## src/rtl/sram_tim_pkg.sv

```systemverilog
package sram_tim_pkg;

   localparam int CFG_W       = 16;
   localparam int CYC_FIELD_W = 9;
   localparam int CYC_DEC_W   = 10;
   localparam int CS_LSB      = 8;
   localparam int MODE_RD_BIT = 8;
   localparam int MODE_WR_BIT = 9;
   localparam int N_KIND      = 2;   // 0 = read, 1 = write

   typedef enum logic [1:0] {
      ST_IDLE = 2'd0,
      ST_ACC  = 2'd1,
      ST_FLT  = 2'd2
   } seq_st_e;

   // split cycle encoding: upper two bits weigh 256 each step
   function automatic logic [CYC_DEC_W-1:0] cyc_decode(input logic [CYC_FIELD_W-1:0] f);
      return ({8'd0, f[8:7]} << 8) + {3'd0, f[6:0]};
   endfunction

endpackage

```

## src/rtl/smt_cfg_regs.sv

```systemverilog
module smt_cfg_regs
   import sram_tim_pkg::*;
#(
   parameter int SETUP_W = 6,
   parameter int PULSE_W = 6,
   parameter int FLOAT_W = 4
) (
   input  logic                                     clk,
   input  logic                                     rst_n,
   input  logic                                     cfg_wr,
   input  logic [2:0]                               cfg_addr,
   input  logic [CFG_W-1:0]                         cfg_wdata,
   output logic [N_KIND-1:0][SETUP_W-1:0]           cs_setup,
   output logic [N_KIND-1:0][PULSE_W-1:0]           cs_pulse,
   output logic [N_KIND-1:0][SETUP_W-1:0]           st_setup,
   output logic [N_KIND-1:0][PULSE_W-1:0]           st_pulse,
   output logic [N_KIND-1:0][CYC_FIELD_W-1:0]       cyc_field,
   output logic [N_KIND-1:0]                        on_strobe,
   output logic [FLOAT_W-1:0]                       float_ticks,
   output logic                                     cfg_err
);

   localparam logic [2:0] A_MODE = 3'd6;

   for (genvar k = 0; k < N_KIND; k++) begin : g_kind
      localparam logic [2:0] A_SET = 3'(k * 3);
      localparam logic [2:0] A_PUL = 3'(k * 3 + 1);
      localparam logic [2:0] A_CYC = 3'(k * 3 + 2);

      logic [SETUP_W-1:0]     cs_s_q, st_s_q;
      logic [PULSE_W-1:0]     cs_p_q, st_p_q;
      logic [CYC_FIELD_W-1:0] cyc_q;

      always_ff @(posedge clk or negedge rst_n) begin
         if (!rst_n) begin
            cs_s_q <= '0;
            st_s_q <= '0;
            cs_p_q <= PULSE_W'(1);
            st_p_q <= PULSE_W'(1);
            cyc_q  <= '0;
         end else if (cfg_wr) begin
            if (cfg_addr == A_SET) begin
               st_s_q <= cfg_wdata[SETUP_W-1:0];
               cs_s_q <= cfg_wdata[CS_LSB +: SETUP_W];
            end
            if (cfg_addr == A_PUL) begin
               st_p_q <= cfg_wdata[PULSE_W-1:0];
               cs_p_q <= cfg_wdata[CS_LSB +: PULSE_W];
            end
            if (cfg_addr == A_CYC) begin
               cyc_q <= cfg_wdata[CYC_FIELD_W-1:0];
            end
         end
      end

      assign cs_setup[k]  = cs_s_q;
      assign st_setup[k]  = st_s_q;
      assign cs_pulse[k]  = cs_p_q;
      assign st_pulse[k]  = st_p_q;
      assign cyc_field[k] = cyc_q;
   end

   logic [FLOAT_W-1:0] flt_q;
   logic [1:0]         sel_q;

   always_ff @(posedge clk or negedge rst_n) begin
      if (!rst_n) begin
         flt_q <= '0;
         sel_q <= 2'b11;
      end else if (cfg_wr && cfg_addr == A_MODE) begin
         flt_q <= cfg_wdata[FLOAT_W-1:0];
         sel_q <= {cfg_wdata[MODE_WR_BIT], cfg_wdata[MODE_RD_BIT]};
      end
   end

   assign float_ticks = flt_q;
   assign on_strobe   = sel_q;

   always_comb begin
      cfg_err = 1'b0;
      for (int k = 0; k < N_KIND; k++) begin
         if (cs_pulse[k] == '0 || st_pulse[k] == '0) cfg_err = 1'b1;
      end
   end

endmodule

```

## src/rtl/smt_acc_calc.sv

```systemverilog
module smt_acc_calc
   import sram_tim_pkg::*;
#(
   parameter int SETUP_W = 6,
   parameter int PULSE_W = 6,
   parameter int CNT_W   = 10
) (
   input  logic [SETUP_W-1:0]     cs_setup,
   input  logic [PULSE_W-1:0]     cs_pulse,
   input  logic [SETUP_W-1:0]     st_setup,
   input  logic [PULSE_W-1:0]     st_pulse,
   input  logic [CYC_FIELD_W-1:0] cyc_field,
   input  logic                   evt_on_strobe,
   output logic [CNT_W-1:0]       cs_on,
   output logic [CNT_W-1:0]       cs_off,
   output logic [CNT_W-1:0]       st_on,
   output logic [CNT_W-1:0]       st_off,
   output logic [CNT_W-1:0]       last,
   output logic [CNT_W-1:0]       evt
);

   logic [CNT_W-1:0] cs_pe, st_pe, cyc, span;

   always_comb begin
      // an illegal zero pulse runs as one tick
      cs_pe  = (cs_pulse == '0) ? CNT_W'(1) : CNT_W'(cs_pulse);
      st_pe  = (st_pulse == '0) ? CNT_W'(1) : CNT_W'(st_pulse);
      cs_on  = CNT_W'(cs_setup);
      st_on  = CNT_W'(st_setup);
      cs_off = cs_on + cs_pe;
      st_off = st_on + st_pe;
      cyc    = CNT_W'(cyc_decode(cyc_field));
      span   = cyc;
      if (cs_off > span) span = cs_off;
      if (st_off > span) span = st_off;
      last   = span - CNT_W'(1);
      evt    = (evt_on_strobe ? st_off : cs_off) - CNT_W'(1);
   end

endmodule

```

## src/rtl/smt_seq.sv

```systemverilog
module smt_seq
   import sram_tim_pkg::*;
#(
   parameter int ADDR_W  = 19,
   parameter int DATA_W  = 8,
   parameter int FLOAT_W = 4,
   parameter int CNT_W   = 10
) (
   input  logic               clk,
   input  logic               rst_n,
   input  logic               req_valid,
   input  logic               req_write,
   input  logic [ADDR_W-1:0]  req_addr,
   input  logic [DATA_W-1:0]  req_wdata,
   output logic               req_ready,
   input  logic [CNT_W-1:0]   cs_on,
   input  logic [CNT_W-1:0]   cs_off,
   input  logic [CNT_W-1:0]   st_on,
   input  logic [CNT_W-1:0]   st_off,
   input  logic [CNT_W-1:0]   last,
   input  logic [CNT_W-1:0]   evt,
   input  logic [FLOAT_W-1:0] float_ticks,
   output logic               rsp_valid,
   output logic [DATA_W-1:0]  rsp_rdata,
   output logic [ADDR_W-1:0]  mem_addr,
   output logic [DATA_W-1:0]  mem_dout,
   output logic               mem_dout_en,
   input  logic [DATA_W-1:0]  mem_din,
   output logic               mem_cs_n,
   output logic               mem_oe_n,
   output logic               mem_we_n
);

   function automatic logic in_win(input logic [CNT_W-1:0] x,
                                   input logic [CNT_W-1:0] on,
                                   input logic [CNT_W-1:0] off);
      return (x >= on) && (x < off);
   endfunction

   seq_st_e            st;
   logic [CNT_W-1:0]   t, t_nx;
   logic [CNT_W-1:0]   r_cs_on, r_cs_off, r_st_on, r_st_off, r_last, r_evt;
   logic [FLOAT_W-1:0] r_float, fcnt;
   logic               is_wr;
   logic               acc;

   assign req_ready = (st == ST_IDLE);
   assign acc       = req_valid && req_ready;
   assign t_nx      = t + CNT_W'(1);

   always_ff @(posedge clk or negedge rst_n) begin
      if (!rst_n) begin
         st          <= ST_IDLE;
         t           <= '0;
         fcnt        <= '0;
         r_float     <= '0;
         is_wr       <= 1'b0;
         r_cs_on     <= '0;
         r_cs_off    <= '0;
         r_st_on     <= '0;
         r_st_off    <= '0;
         r_last      <= '0;
         r_evt       <= '0;
         mem_addr    <= '0;
         mem_dout    <= '0;
         mem_dout_en <= 1'b0;
         mem_cs_n    <= 1'b1;
         mem_oe_n    <= 1'b1;
         mem_we_n    <= 1'b1;
         rsp_valid   <= 1'b0;
         rsp_rdata   <= '0;
      end else begin
         rsp_valid <= 1'b0;
         unique case (st)
            ST_IDLE: begin
               // write data hold tick ends here unless a new write begins
               mem_dout_en <= acc && req_write;
               if (acc) begin
                  st       <= ST_ACC;
                  t        <= '0;
                  is_wr    <= req_write;
                  mem_addr <= req_addr;
                  if (req_write) mem_dout <= req_wdata;
                  r_cs_on  <= cs_on;
                  r_cs_off <= cs_off;
                  r_st_on  <= st_on;
                  r_st_off <= st_off;
                  r_last   <= last;
                  r_evt    <= evt;
                  r_float  <= float_ticks;
                  mem_cs_n <= !in_win('0, cs_on, cs_off);
                  mem_oe_n <= req_write || !in_win('0, st_on, st_off);
                  mem_we_n <= !req_write || !in_win('0, st_on, st_off);
               end
            end
            ST_ACC: begin
               if (t == r_evt) begin
                  rsp_valid <= 1'b1;
                  if (!is_wr) rsp_rdata <= mem_din;
               end
               if (t == r_last) begin
                  mem_cs_n <= 1'b1;
                  mem_oe_n <= 1'b1;
                  mem_we_n <= 1'b1;
                  if (!is_wr && r_float != '0) begin
                     st   <= ST_FLT;
                     fcnt <= r_float;
                  end else begin
                     st <= ST_IDLE;
                  end
               end else begin
                  t        <= t_nx;
                  mem_cs_n <= !in_win(t_nx, r_cs_on, r_cs_off);
                  mem_oe_n <= is_wr || !in_win(t_nx, r_st_on, r_st_off);
                  mem_we_n <= !is_wr || !in_win(t_nx, r_st_on, r_st_off);
               end
            end
            ST_FLT: begin
               fcnt <= fcnt - FLOAT_W'(1);
               if (fcnt == FLOAT_W'(1)) st <= ST_IDLE;
            end
            default: st <= ST_IDLE;
         endcase
      end
   end

endmodule

```

## src/rtl/sram_strobe_ctl.sv

```systemverilog
module sram_strobe_ctl
   import sram_tim_pkg::*;
#(
   parameter int ADDR_W  = 19,
   parameter int DATA_W  = 8,
   parameter int SETUP_W = 6,
   parameter int PULSE_W = 6,
   parameter int FLOAT_W = 4
) (
   input  logic              clk,
   input  logic              rst_n,
   input  logic              cfg_wr,
   input  logic [2:0]        cfg_addr,
   input  logic [15:0]       cfg_wdata,
   output logic              cfg_err,
   input  logic              req_valid,
   output logic              req_ready,
   input  logic              req_write,
   input  logic [ADDR_W-1:0] req_addr,
   input  logic [DATA_W-1:0] req_wdata,
   output logic              rsp_valid,
   output logic [DATA_W-1:0] rsp_rdata,
   output logic [ADDR_W-1:0] mem_addr,
   output logic [DATA_W-1:0] mem_dout,
   output logic              mem_dout_en,
   input  logic [DATA_W-1:0] mem_din,
   output logic              mem_cs_n,
   output logic              mem_oe_n,
   output logic              mem_we_n
);

   localparam int CYC_MAX  = 3 * 256 + 127;
   localparam int SP_MAX   = ((1 << SETUP_W) - 1) + ((1 << PULSE_W) - 1);
   localparam int SPAN_MAX = (CYC_MAX > SP_MAX) ? CYC_MAX : SP_MAX;
   localparam int CNT_W    = $clog2(SPAN_MAX + 2);

   if (SETUP_W < 1 || SETUP_W > 8) begin : g_bad_setup
      $error("SETUP_W must lie in 1..8");
   end
   if (PULSE_W < 1 || PULSE_W > 8) begin : g_bad_pulse
      $error("PULSE_W must lie in 1..8");
   end
   if (FLOAT_W < 1 || FLOAT_W > 8) begin : g_bad_float
      $error("FLOAT_W must lie in 1..8");
   end
   if (ADDR_W < 1 || DATA_W < 1) begin : g_bad_bus
      $error("bus widths must be positive");
   end

   logic [N_KIND-1:0][SETUP_W-1:0]     cs_setup, st_setup;
   logic [N_KIND-1:0][PULSE_W-1:0]     cs_pulse, st_pulse;
   logic [N_KIND-1:0][CYC_FIELD_W-1:0] cyc_field;
   logic [N_KIND-1:0]                  on_strobe;
   logic [FLOAT_W-1:0]                 float_ticks;

   smt_cfg_regs #(
      .SETUP_W(SETUP_W), .PULSE_W(PULSE_W), .FLOAT_W(FLOAT_W)
   ) u_regs (
      .clk        (clk),
      .rst_n      (rst_n),
      .cfg_wr     (cfg_wr),
      .cfg_addr   (cfg_addr),
      .cfg_wdata  (cfg_wdata),
      .cs_setup   (cs_setup),
      .cs_pulse   (cs_pulse),
      .st_setup   (st_setup),
      .st_pulse   (st_pulse),
      .cyc_field  (cyc_field),
      .on_strobe  (on_strobe),
      .float_ticks(float_ticks),
      .cfg_err    (cfg_err)
   );

   logic [N_KIND-1:0][CNT_W-1:0] k_cs_on, k_cs_off, k_st_on, k_st_off, k_last, k_evt;

   for (genvar k = 0; k < N_KIND; k++) begin : g_calc
      smt_acc_calc #(
         .SETUP_W(SETUP_W), .PULSE_W(PULSE_W), .CNT_W(CNT_W)
      ) u_calc (
         .cs_setup     (cs_setup[k]),
         .cs_pulse     (cs_pulse[k]),
         .st_setup     (st_setup[k]),
         .st_pulse     (st_pulse[k]),
         .cyc_field    (cyc_field[k]),
         .evt_on_strobe(on_strobe[k]),
         .cs_on        (k_cs_on[k]),
         .cs_off       (k_cs_off[k]),
         .st_on        (k_st_on[k]),
         .st_off       (k_st_off[k]),
         .last         (k_last[k]),
         .evt          (k_evt[k])
      );
   end

   logic sel;
   assign sel = req_write;

   smt_seq #(
      .ADDR_W(ADDR_W), .DATA_W(DATA_W), .FLOAT_W(FLOAT_W), .CNT_W(CNT_W)
   ) u_seq (
      .clk        (clk),
      .rst_n      (rst_n),
      .req_valid  (req_valid),
      .req_write  (req_write),
      .req_addr   (req_addr),
      .req_wdata  (req_wdata),
      .req_ready  (req_ready),
      .cs_on      (k_cs_on[sel]),
      .cs_off     (k_cs_off[sel]),
      .st_on      (k_st_on[sel]),
      .st_off     (k_st_off[sel]),
      .last       (k_last[sel]),
      .evt        (k_evt[sel]),
      .float_ticks(float_ticks),
      .rsp_valid  (rsp_valid),
      .rsp_rdata  (rsp_rdata),
      .mem_addr   (mem_addr),
      .mem_dout   (mem_dout),
      .mem_dout_en(mem_dout_en),
      .mem_din    (mem_din),
      .mem_cs_n   (mem_cs_n),
      .mem_oe_n   (mem_oe_n),
      .mem_we_n   (mem_we_n)
   );

endmodule

```

## config.mk

```make
export PLATFORM = sky130hd
export DESIGN_NAME = sram_strobe_ctl
export DESIGN_NICKNAME = d
export VERILOG_FILES = /design/src/rtl/sram_tim_pkg.sv /design/src/rtl/smt_cfg_regs.sv /design/src/rtl/smt_acc_calc.sv /design/src/rtl/smt_seq.sv /design/src/rtl/sram_strobe_ctl.sv
export SDC_FILE = /design/constraint.sdc
export NUM_CORES = 1
export LEC_CHECK = 0
export CAP_MARGIN = 15
export CORE_MARGIN = 1
export CORE_UTILIZATION = 50
export CTS_CLUSTER_SIZE = 24
export DETAILED_ROUTE_END_ITERATION = 12
export PLACE_DENSITY = 0.7
export SETUP_SLACK_MARGIN = 0.1
export SYNTH_ARGS = -nofsm -noshare
export SYNTH_HDL_FRONTEND = slang
export SYNTH_HIERARCHICAL = 1
export SYNTH_SLANG_ARGS = --single-unit
```

## constraint.sdc

```tcl
create_clock -name clk -period 9 [get_ports clk]
set_input_delay 1.35 -clock clk [delete_from_list [all_inputs] [get_ports clk]]
set_output_delay 1.35 -clock clk [all_outputs]
set_load 0.01 [all_outputs]
```

* Yosys cells after proc, flatten, opt, wreduce, memory -nomap -nowiden
Cells that the tools add are included.
** Operators by class
- $add $sub $neg :: 12
- Order comparisons :: 13
- Equal/unequal tests :: 16
- Mux-type cells :: 46
- Bitwise logic cells :: 1
- Reduce and logical (&&, ||, !) cells :: 42
** Operators with widths (number)
- $mux 10 :: 18
- $add 6x10->10 :: 4
- $gt 10x10->1 :: 4
- $sub 10x1->10 const B :: 4
- $mux 6 :: 6
- $logic_not 6->1 :: 4
- $add 10x7->10 :: 2
- $eq 10x10->1 :: 2
- $ge 1x10->1 const A :: 2
- $ge 10x10->1 :: 2
- $lt 1x10->1 const A :: 2
- $lt 10x10->1 :: 2
- $pmux 10 s2 :: 1
- $reduce_and 2->1 :: 8
- $reduce_and 3->1 :: 5
- $add 10x1->10 const B :: 1
- $mux 1 :: 10
- $eq 3x3->1 const B :: 3
- $logic_and 1x1->1 :: 8
- $mux 2 :: 4
- $mux 4 :: 2
- $pmux 4 s2 :: 1
- $eq 3x2->1 const B :: 2
- $logic_not 1->1 :: 6
- 16 further kinds :: 27
** Word-level totals
- Bits in registers :: 193
- Bits of input ports :: 59
- Logic and storage cells :: 161

* Depth between registers and ports, before layout
- Depth after elaboration :: 11
- Depth in mapped cells :: 31
- Depth with buffers taken out :: 29

* By module
Netlist, hierarchy kept.
** By module, submodules not included
- smt_seq :: instances 1, cells each 656, area each 6083.3 µm²
- smt_cfg_regs :: instances 1, cells each 168, area each 2796.4 µm²
- smt_acc_calc (g_calc[1].u_calc) :: instances 1, cells each 216, area each 1706.6 µm²
- smt_acc_calc (g_calc[0].u_calc) :: instances 1, cells each 219, area each 1649.1 µm²
- sram_strobe_ctl :: instances 1, cells each 67, area each 1032.2 µm²

* Least setup slack after synthesis
Ideal clock, no wire load.
- Kind :: flip-flop to flip-flop
- Start point :: register u_regs.g_kind[0].cs_p_q[1]
- End point :: register u_seq.r_last[4]
- Library setup time :: 0.117 ns
- Arrival :: 6.016 ns
- Data required time :: 8.883 ns
- Path slack :: 2.867 ns
- Cell stages (with the launch flop) :: 29
- Buffers on the path :: 2
- Cell sequence :: dfrtp_1 or4_1 o21bai_1 ha_1 and3_1 o21ai_0 o311ai_0 ha_1 o21ai_0 nor2_1 a2111oi_4 or2_1 buf_6 mux2i_1 ha_1 a21oi_1 a21boi_1 o41ai_2 clkbuf_1 mux2i_1 ha_1 nand2_1 nor2_1 xor2_1 nor2_1 a21oi_1 mux2_4 nand2_1 nand2_1
** RTL lines
- from (decl) :: line smt_cfg_regs.sv:31 : logic [PULSE_W-1:0] cs_p_q, st_p_q;
- from (signal assigned) :: line smt_cfg_regs.sv:48 : cs_p_q <= cfg_wdata[CS_LSB +: PULSE_W];
- to (signal assigned) :: line smt_seq.sv:88 : r_last <= last;
- to (decl) :: line smt_seq.sv:42 : logic [CNT_W-1:0] r_cs_on, r_cs_off, r_st_on, r_st_off, r_last, r_evt;

==> flow_results.org <==
** Outcome
- Outcome :: finished clean

** Placement
- Minimum setup slack after placement :: 2.28 ns
- At the end of routability-driven placement, the weighted congestion stood at 0.905.
- Input and output buffers added on the ports amount to 98.
- HPWL after DPL :: 22700 um

** STA
- Achievable clock frequency :: 0.147 GHz
- The max-slew violation count is 0.
- Period utilization :: 75.8%
- At the pin with the least slew margin, the transition time is 1.05 ns.
- The routed design could run at a clock period as short as 6.82 ns.
- Setup violations remaining at the end of the flow were counted as 0.
- Across all setup checks in the final design, the least slack found is 2.18 ns.
- Number of hold violations in the final report :: 0
- Post-Route Setup TNS :: 0 ns
- Clock skew :: 0.0123 ns
- In this run the tightest slew margin relative to its limit is 29.9%.
- Unrepaired setup endpoints after global routing :: no

** Global routing
- Global routing used 23.4% of the available tracks.
- Entering global routing, the biggest net connects 71 pins.
- The first global-routing pass estimated 48900 um of wire.
- The number of global-route vias before repair is 9089.
- The initial antenna violation count came to 0.
- Total global routing overflow :: 0

** Final layout
- The number of antenna diodes in the final layout is 0.
- Counting the fill cells in the layout gives 2270.
- Fraction of layout cells with a size suffix above 1 :: 18.1%
- Number of nets in the final layout :: 1531
- Layout Area Growth over Synthesis :: 10.6%

** Drt
- Routed Wire Length :: 30300 um
- The first detailed-routing pass ran for 5 iterations.
- Average detailed-routed wire length per instance :: 17.7 um
- Detailed routing inserted a total of 9451 vias.
- Remaining antenna violation count :: 0
- For this run, design rule violations remaining after detail routing come to 0.
- After detailed routing, the number of vias per cell comes to 5.50.
- Iter 0 DRT Violations :: 577

** Logic synthesis
- Number of flops mapped to enable cells by yosys :: 0
- Cells after Synth :: 1326
- Count of different cell masters after synthesis :: 95
- The biggest area contributor in the post-synthesis netlist is sky130_fd_sc_hd__dfrtp_1.
- Number of synthesized register bits :: 193
- The cell area that synthesis handed to floorplanning was 13300 sq um.
- Averaged over all synthesized cells, the footprint is 10.0 sq um.
- Sequential cells were found to cover 36.5% of the synthesized design area.
- During synthesis, Yosys emitted a total of 6 warnings.
- Most used standard cell by instance count after synthesis :: sky130_fd_sc_hd__nand2_1
- Fraction of registers with async set/reset :: 100%
- By count the netlist is led by sky130_fd_sc_hd__nand2_1, sky130_fd_sc_hd__dfrtp_1, sky130_fd_sc_hd__ha_1.
- The most used flip-flop cell after synthesis is sky130_fd_sc_hd__dfrtp_1.
- Synth top area share :: 34.7%
- Dominant cells by area after synthesis :: sky130_fd_sc_hd__dfrtp_1, sky130_fd_sc_hd__ha_1, sky130_fd_sc_hd__mux2_2

** Floorplanning
- The die is 165 um tall.
- After floorplanning, the core was divided into 59 placement rows.
- Horizontal die dimension :: 165 um
- The region available for standard cell placement spans 26100 sq um.
- The die covers 27200 sq um.
- I/O pin cnt :: 101
- The initial utilization of the core area, before any placement, comes to 50.9%.

** Clock tree
- Hold Buf Count CTS :: 0
- The longest clock path from root to sink contains 2 buffers.
- The H-tree was split into 4 levels.
- After clock tree synthesis, the clock-pin slew on the worst setup and hold paths is 0.08 ns.
- Cts bufs inserted :: 17
- Once the clock tree was built, the setup fixing pass inserted 0 buffers.
- CTS tree :: built
- After clock tree synthesis, the repair step resized 0 gates.
- The cell sitting at the root of the clock tree is a sky130_fd_sc_hd__clkbuf_16.
- CTS saw 193 sinks.
- Clock latency reported for the late side of the worst-skew pair :: 0.44 ns

** Critical path
- For this run, the slowest stage of the critical path takes 0.53 ns.
- CP Data Required Time :: 9.33 ns
- Nature of the critical path endpoint :: register
- STA classifies the critical path startpoint as a register.
- For the worst setup path, the data arrival time is 7.15 ns.
- Startpoint-to-endpoint class of the critical path :: register to register
- CP dominant cell by count :: sky130_fd_sc_hd__ha_1
- The slowest stage of the critical path belongs to the cell sky130_fd_sc_hd__or4_1.
- Crit path max fanout :: 12

** Power and ir drop
- In this run the power density over the cells is 346 nW/um^2.
- For this design the static power due to leakage is 0.00684 uW.
- IR analysis of the VDD net gives a maximum drop of 0.176 mV.

** Job
- Max-cap violations in this run came to 0.

** Hold path
- The min-delay analysis places its worst path in the category register to register.
==> cells by family (layout without fill, tap and decap cells) <==
family | Yosys count | count (layout) | synth area share (%)
flops | 193 | 193 | 36.5
fa+ha+maj | 101 | 101 | 9.75
xor+xnor | 69 | 69 | 4.61
other cells | 2 | 28 | 0.0566
simple gates | 401 | 401 | 14.5
compound gates | 195 | 195 | 10.1
mux | 174 | 174 | 16.3
buf+inv | 191 | 223 | 8.28
==> path summary, 6_finish.rpt <==
kind | startpoint | end | slack (ns) | cells past startpoint
min in group asynchronous | rst_n | u_seq/r_cs_off[9]$_DFFE_PN0P_ | 0.86 | 1
min | u_seq/mem_addr[8]$_DFFE_PN0P_ | u_seq/mem_addr[8]$_DFFE_PN0P_ | 0.48 | 2
max reg2reg | u_regs/g_kind[0].cs_p_q[1]$_DFFE_PN0P_ | u_seq/r_last[4]$_DFFE_PN0P_ | 2.18 | 28
min reg2reg | u_seq/mem_addr[8]$_DFFE_PN0P_ | u_seq/mem_addr[8]$_DFFE_PN0P_ | 0.48 | 2
max | u_regs/g_kind[0].cs_p_q[1]$_DFFE_PN0P_ | u_seq/r_last[4]$_DFFE_PN0P_ | 2.18 | 28
max in group asynchronous | rst_n | u_regs/g_kind[0].cyc_q[4]$_DFFE_PN0P_ | 6.08 | 3
==> metal layers <==
layer	global-route usage [%]	wire [um]	vias up
li1	-	-	4619
met1	32.6	14700	4614
met2	37.9	14000	191
met3	3.26	1150	27
met4	6.46	471	0
met5	0	0	-
==> where the power goes <==
| group | internal [uW] | switching, uW |
|---|---|---|
| clock network | 375 | 380 |
| registers | 1180 | 223 |
| logic | 1330 | 1590 |
==> placed cells by master (no fill, tap or decap), types with 12 or more instances in the layout <==
cell	count
sky130_fd_sc_hd__nand2_1	216
sky130_fd_sc_hd__dfrtp_1	184
sky130_fd_sc_hd__ha_1	97
sky130_fd_sc_hd__clkdlybuf4s50_1	96
sky130_fd_sc_hd__mux2_2	90
sky130_fd_sc_hd__inv_1	78
sky130_fd_sc_hd__mux2_4	61
sky130_fd_sc_hd__o21ai_0	61
sky130_fd_sc_hd__xnor2_1	41
sky130_fd_sc_hd__nor2_1	40
sky130_fd_sc_hd__a21oi_1	38
sky130_fd_sc_hd__nand3_1	36
sky130_fd_sc_hd__conb_1	28
sky130_fd_sc_hd__xor2_1	27
sky130_fd_sc_hd__mux2i_1	22
sky130_fd_sc_hd__clkbuf_16	17
sky130_fd_sc_hd__nor4_1	17
sky130_fd_sc_hd__nand4_1	14
sky130_fd_sc_hd__nor3_1	14
sky130_fd_sc_hd__buf_4	14
sky130_fd_sc_hd__a21o_1	12
==> critical path: cells and delay by family (launching register included) <==
| kind | cells | cell delay, ns |
|---|---|---|
| simple gates | 9 | 1.67 |
| buf+inv | 2 | 0.49 |
| fa+ha+maj | 4 | 1.11 |
| compound gates | 9 | 1.89 |
| mux | 3 | 1.00 |
| flops | 1 | 0.46 |
| xor+xnor | 1 | 0.08 |
==> layout make-up <==
type / count / area (sq um) / share of cell area [%]
repair buffers: 112 / 1090 / 7.44
flip-flops and latches: 193 / 4840 / 33.0
clock inverters: 14 / 160 / 1.09
multi-input cells: 968 / 7430 / 50.7
inverters: 79 / 297 / 2.02
well taps: 335 / 419 / 2.86
clock buffers: 18 / 429 / 2.93
==> sequential cells by signal, indices dropped and copies added (netlist names), 12 cells and up <==
register,count
u_seq/mem_addr,19
u_regs/g_kind.cyc_q,18
u_regs/g_kind.cs_p_q,12
u_regs/g_kind.cs_s_q,12
u_regs/g_kind.st_p_q,12
u_regs/g_kind.st_s_q,12
==> stage by stage <==
stage,power [uW],area [sq um],utilization [%],hold WS [ns],instances
final,5070,14700,56.3,0.478,1719
after detailed placement,4300,14100,54.0,0.462,1686
after CTS,5080,14700,56.2,0.481,1718
after floorplan,3530,13400,-,0.433,1352
after global routing,5470,14700,56.3,0.508,1719
after global placement,4220,14100,54.0,0.451,1686
Note: power is estimated with default switching activity, not from simulation.
